**config.mk**
```make
export PLATFORM = sky130hd
export DESIGN_NAME = work_tag_tracker
export DESIGN_NICKNAME = d
export VERILOG_FILES = /design/src/rtl/work_tag_tracker.sv
export SDC_FILE = /design/constraint.sdc
export NUM_CORES = 1
export LEC_CHECK = 0
export BUFFER_PORTS_ARGS = -buffer_cell sky130_fd_sc_hd__buf_2
export CAP_MARGIN = 15
export CORE_UTILIZATION = 50
export DETAILED_ROUTE_END_ITERATION = 10
export MAX_ROUTING_LAYER = met4
export PLACE_DENSITY = 0.77
export SYNTH_ARGS = -nofsm -noshare
export SYNTH_HDL_FRONTEND = slang
export SYNTH_SLANG_ARGS = --single-unit
```
**constraint.sdc**
```tcl
create_clock -name clk -period 8.8 [get_ports clk]
set_input_delay 0.88 -clock clk [delete_from_list [all_inputs] [get_ports clk]]
set_output_delay 0.88 -clock clk [all_outputs]
set_load 0.01 [all_outputs]
```
**src/rtl/work_tag_tracker.sv**
```systemverilog
module work_tag_tracker #(
  parameter int NCORES = 4,
  parameter int TAGW   = 32
) (
  input  logic                     clk,
  input  logic                     rst,
  input  logic [NCORES-1:0]        cmd_switch,
  input  logic [NCORES-1:0]        cmd_nullload,
  input  logic [NCORES-1:0]        cmd_getwork,
  input  logic [NCORES-1:0]        cmd_desched,
  input  logic [2*NCORES-1:0]      cmd_type,
  input  logic [TAGW*NCORES-1:0]   cmd_value,
  output logic [2*NCORES-1:0]      tag_type,
  output logic [TAGW*NCORES-1:0]   tag_value,
  output logic [NCORES-1:0]        pending,
  output logic [NCORES-1:0]        err
);
  localparam logic [1:0] T_ORD = 2'd0, T_ATM = 2'd1, T_NUL = 2'd2, T_NN = 2'd3;

  logic [1:0]      ty_q   [NCORES];
  logic [TAGW-1:0] val_q  [NCORES];
  logic [TAGW-1:0] pval_q [NCORES];
  logic [NCORES-1:0] pend_q, err_q;

  logic [NCORES-1:0] want, bad, load, grant;
  logic [1:0]        ld_ty  [NCORES];
  logic [TAGW-1:0]   ld_val [NCORES];
  logic [TAGW-1:0]   tgt    [NCORES];

  always_comb begin
    for (int i = 0; i < NCORES; i++) begin
      want[i]   = 1'b0;
      bad[i]    = 1'b0;
      load[i]   = 1'b0;
      ld_ty[i]  = ty_q[i];
      ld_val[i] = val_q[i];
      tgt[i]    = pval_q[i];
      if (cmd_desched[i]) begin
        load[i] = 1'b0;
      end else if (pend_q[i]) begin
        if (cmd_getwork[i] || cmd_nullload[i] || cmd_switch[i]) bad[i] = 1'b1;
        else want[i] = 1'b1;
      end else if (cmd_getwork[i]) begin
        if (ty_q[i] != T_NN || cmd_type[2*i +: 2] == T_NN) bad[i] = 1'b1;
        else if (cmd_type[2*i +: 2] == T_ATM) begin
          want[i] = 1'b1;
          tgt[i]  = cmd_value[TAGW*i +: TAGW];
        end else begin
          load[i]   = 1'b1;
          ld_ty[i]  = cmd_type[2*i +: 2];
          ld_val[i] = cmd_value[TAGW*i +: TAGW];
        end
      end else if (cmd_nullload[i]) begin
        if (ty_q[i] != T_NN) bad[i] = 1'b1;
        else begin
          load[i]  = 1'b1;
          ld_ty[i] = T_NUL;
        end
      end else if (cmd_switch[i]) begin
        if (ty_q[i] == T_NN || cmd_type[2*i +: 2] == T_NN ||
            (ty_q[i] == T_NUL && cmd_type[2*i +: 2] == T_NUL)) bad[i] = 1'b1;
        else if (cmd_type[2*i +: 2] == T_ATM) begin
          want[i] = 1'b1;
          tgt[i]  = cmd_value[TAGW*i +: TAGW];
        end else begin
          load[i]   = 1'b1;
          ld_ty[i]  = cmd_type[2*i +: 2];
          ld_val[i] = cmd_value[TAGW*i +: TAGW];
        end
      end
    end
  end

  always_comb begin
    for (int i = 0; i < NCORES; i++) begin
      grant[i] = want[i];
      for (int j = 0; j < NCORES; j++) begin
        if (j != i && ty_q[j] == T_ATM && val_q[j] == tgt[i]) grant[i] = 1'b0;
        if (j < i && want[j] && tgt[j] == tgt[i]) grant[i] = 1'b0;
      end
    end
  end

  always_ff @(posedge clk) begin
    if (rst) begin
      pend_q <= '0;
      err_q  <= '0;
      for (int i = 0; i < NCORES; i++) begin
        ty_q[i]   <= T_NN;
        val_q[i]  <= '0;
        pval_q[i] <= '0;
      end
    end else begin
      err_q <= bad;
      for (int i = 0; i < NCORES; i++) begin
        if (cmd_desched[i]) begin
          ty_q[i]   <= T_NN;
          pend_q[i] <= 1'b0;
        end else if (load[i]) begin
          ty_q[i]  <= ld_ty[i];
          val_q[i] <= ld_val[i];
        end else if (want[i]) begin
          if (grant[i]) begin
            ty_q[i]   <= T_ATM;
            val_q[i]  <= tgt[i];
            pend_q[i] <= 1'b0;
          end else begin
            pend_q[i] <= 1'b1;
            pval_q[i] <= tgt[i];
          end
        end
      end
    end
  end

  assign pending = pend_q;
  assign err     = err_q;

  for (genvar g = 0; g < NCORES; g++) begin : g_core
    assign tag_type[2*g +: 2]        = ty_q[g];
    assign tag_value[TAGW*g +: TAGW] = val_q[g];

    AST_DESCHED_TO_NN: assert property (@(posedge clk) disable iff (rst)
      cmd_desched[g] |=> (ty_q[g] == T_NN && !pend_q[g]));
    AST_NO_SILENT_NN: assert property (@(posedge clk) disable iff (rst)
      (ty_q[g] != T_NN && !cmd_desched[g]) |=> (ty_q[g] != T_NN));
    AST_ERR_KEEPS_STATE: assert property (@(posedge clk) disable iff (rst)
      err_q[g] |-> (ty_q[g] == $past(ty_q[g]) && val_q[g] == $past(val_q[g]) &&
                    pend_q[g] == $past(pend_q[g])));

    for (genvar h = g + 1; h < NCORES; h++) begin : g_pair
      AST_ATOMIC_EXCLUSIVE: assert property (@(posedge clk) disable iff (rst)
        !(ty_q[g] == T_ATM && ty_q[h] == T_ATM && val_q[g] == val_q[h]));
    end
  end
endmodule

```
==> results by group <==
Logic synthesis
  – Post-synthesis register bit count: 272
  – Post-synth net total: 2530
  – Top post-synthesis cells by area: edfxtp_1, xnor2_1, xor2_1, mux2i_1, mux2i_4
  – Gate count of the mapped netlist: 2376
  – Yosys top cell by area: edfxtp_1
  – Top FF cell, synth: edfxtp_1
  – Sequential fraction of the synthesis area: 34.7%
  – Most common cell in the netlist: xnor2_1
  – Async S/R FF share, synth: 0%
  – Yosys cell types: 88
  – Synth top cells by count: xnor2_1, edfxtp_1, nor2_1
  – Post-synth EDFFs: 264
  – Yosys warns: 0
  – Syn_area_per_cell: 9.81 µm²
  – Post-Syn Area: 23300 µm²
  – Top cell type's share of synthesized area: 34.0%

Worst setup path
  – Most used cell, CP: buf_4
  – Reg2reg end: val_q[2][23]$_SDFFCE_PP0P_
  – Slowest cell on crit path: mux2i_2
  – Reg2Reg Depth: 13
  – Worst Path Arrival: 6910 ps
  – CP cell instances: buf_2, nor2b_4, buf_4, nand2_2, nor2_8, buf_4, mux2i_2, xnor2_1, or4_1, a2111oi_0, a221oi_1, nand2_1, buf_4, a21o_1, buf_4
  – WP buf/inv: 5
  – Crit-path max FO: 37
  – Crit end category: flip-flop
  – Worst setup path class: in -> reg
  – R2R setup slack: 2180 ps
  – Slowest stage delay, CP: 880 ps
  – Beginning of the worst register-to-register path: ty_q[2][1]$_SDFFCE_PP1P_
  – CP Launch Type: input port
  – CP required: 9070 ps
  – Delay-heaviest family, CP: buffers and inverters

Cells and area
  – Fraction of layout cells with a size suffix above 1: 24.1%
  – Final Non-Filler Cells: 3294
  – Synthesis-to-layout area growth: 15.6%
  – Util after Layout: 59.0%
  – # nets final: 2813
  – Layout filler cell count: 3785

Min path
  – Worst Hold Depth: 2
  – Hold path endpoint: err[0]$_SDFF_PP0_
  – Hold path start: cmd_desched[0]
  – Hold Path Class: in -> reg

Clocking
  – Sink Count: 272
  – Clock buffer depth: 3
  – Hold buffers post-CTS: 0
  – CTS resizes: 0
  – Post-CTS Setup Bufs: 0
  – CTS root buf: clkbuf_16
  – Latest clock arrival within the worst-skew pair: 600 ps
  – Clk slew on worst S/H paths: 60 ps
  – Num CTS Buffers: 34
  – CTS tree: done
  – H-tree depth: 2

Timing
  – Final slew viol count: 0
  – Final setup vio count: 0
  – RSZ-0062 raised after global routing: no
  – Skew final: 24.4 ps
  – Peak Freq: 151 MHz
  – Final worst path period need: 6640 ps
  – Slew @ Worst Pin: 1410 ps
  – Fin. Hold Viols: 0
  – Final period util: 75.4%
  – Sum Neg Setup Slack: 0 ps
  – Hold Worst Slack: 523 ps
  – Relative slew slack: 4.15%

Floorplanning
  – Core Rows: 78
  – Starting Density: 51.0%
  – Die width: 218 µm
  – Die area: 47500 µm²
  – Core footprint: 45700 µm²
  – # IOs: 298
  – Die Y: 218 µm

Global routing
  – GR Overflow Total: 0
  – Pin count of the biggest net entering global routing: 67
  – Antenna violations before repair: 12
  – GRT Total Usage: 61.1%
  – Vias in the first global route: 22800
  – GRT busiest layer: met2
  – M2 GR Usage: 79.6%
  – Routing usage on met1: 69.6%
  – First-pass GRT wire length: 190000 µm
  – Met3 Use GR: 31.9%

Drt
  – Routed length per placed instance: 43.5 µm
  – DRT Pass-1 Iters: 11
  – Number of remaining DRC errors: 1
  – Via count: 24900
  – ANT nets after route: 0
  – Final wirelength: 143000 µm
  – Initial DRC Count: 5659
  – Vias per inst: 7.57

Power and ir drop
  – PwrDens: 160 nW/µm²
  – Sw Ratio: 37.4%
  – Seq pwr share: 41.1%
  – Int Power: 2.70 mW
  – Leakage Power: 9.41 nW
  – Clk pwr share: 33.4%
  – Combinational share of power: 25.5%
  – Peak VDD IR: 0.000187 V
  – P_sw: 1.61 mW

Placed design
  – DP Cell Count: 3217
  – Routability Congestion: 1.23
  – Detailed placement HPWL: 101000 µm
  – Number of port buffers: 297

Run status
  – Outcome: complete, but fails checks
  – Failing checks: design-rule violations

Flow run
  – Maxcap violations: 0
## power by group through the flow
stage / sequential (mW) / clock [mW] / combinational [mW]
floorplan: 1.61 / 0 / 0.609
global route: 1.74 / 1.45 / 1.11
detailed placement: 1.75 / 0 / 1.02
finish: 1.77 / 1.44 / 1.10
CTS: 1.73 / 1.40 / 1.03
global placement: 1.75 / 0 / 1.01
## cell families (layout without fill, tap and decap cells)
group           after synthesis  in the layout  synth area share (%)
simple gates                674            674                  15.9
xor+xnor                    560            560                  21.1
compound gates              426            426                  13.2
flops                       272            272                  34.7
buf+inv                     256            564                  4.88
mux                         188            188                  10.2
other cells                   0             10                     0
## worst max-delay path by stage
| stage | from | to | slack (ps) | cells past startpoint |
|---|---|---|---|---|
| floorplan | cmd_type[4] | pval_q[2][0]$_SDFFCE_PN0P_ | 3210 | 11 |
| global placement | cmd_type[2] | pval_q[1][29]$_SDFFCE_PN0P_ | 1910 | 16 |
| detailed placement | cmd_type[2] | pval_q[1][25]$_SDFFCE_PN0P_ | 1740 | 15 |
| CTS | cmd_type[2] | pval_q[1][27]$_SDFFCE_PN0P_ | 2290 | 16 |
| global route | cmd_type[2] | pval_q[1][27]$_SDFFCE_PN0P_ | 1950 | 16 |
| finish | cmd_type[2] | pval_q[1][25]$_SDFFCE_PN0P_ | 2160 | 15 |
## cells in the final DEF, fill, tap and decap left out, types with 44 or more instances in the layout
cell      synthesis  layout
edfxtp_1        264     264
nor3_1           46      45
nor4_1           85      85
xor2_1          147     147
buf_4             5     120
nand2_1          85      85
a21oi_1          66      65
nand4_1          72      72
mux2i_1         122     110
o32ai_1          63      63
buf_2            35     297
nand3_1          59      59
inv_1            79      79
nor2_1          162     162
xnor2_1         412     412
o21ai_0          54      54
mux2i_2          32      44
o22ai_1          67      67
## through the flow
step	setup slack [ps]	power, mW	instance area, µm²
after floorplan	3210	2.22	23300
after global placement	1910	2.77	25700
after detailed placement	1740	2.78	25700
after CTS	2290	4.16	26800
after global routing	1950	4.30	26900
final	2160	4.31	26900
## registers in the layout (all words and copies together), names as in the netlist
register,count
err,4
pending,4
pval_q,128
ty_q,8
val_q,128
## per-layer routing
| metal | up-vias | part of all wire [%] |
|---|---|---|
| li1 | 9376 | - |
| met1 | 11800 | 33 |
| met2 | 2874 | 38 |
| met3 | 903 | 18 |
| met4 | 0 | 11 |
| met5 | - | 0 |
## layout make-up
type	count	area, µm²	share of cell area [%]
tap	600	751	2.79
clock inverter	14	165	0.613
clock buffer	47	920	3.41
antenna	10	25.0	0.0929
inverter	80	300	1.11
multi-input combinational	1848	14200	52.6
timing repair buffer	423	2500	9.30
sequential	272	8090	30.0
Note: power is estimated with default switching activity, not from simulation.
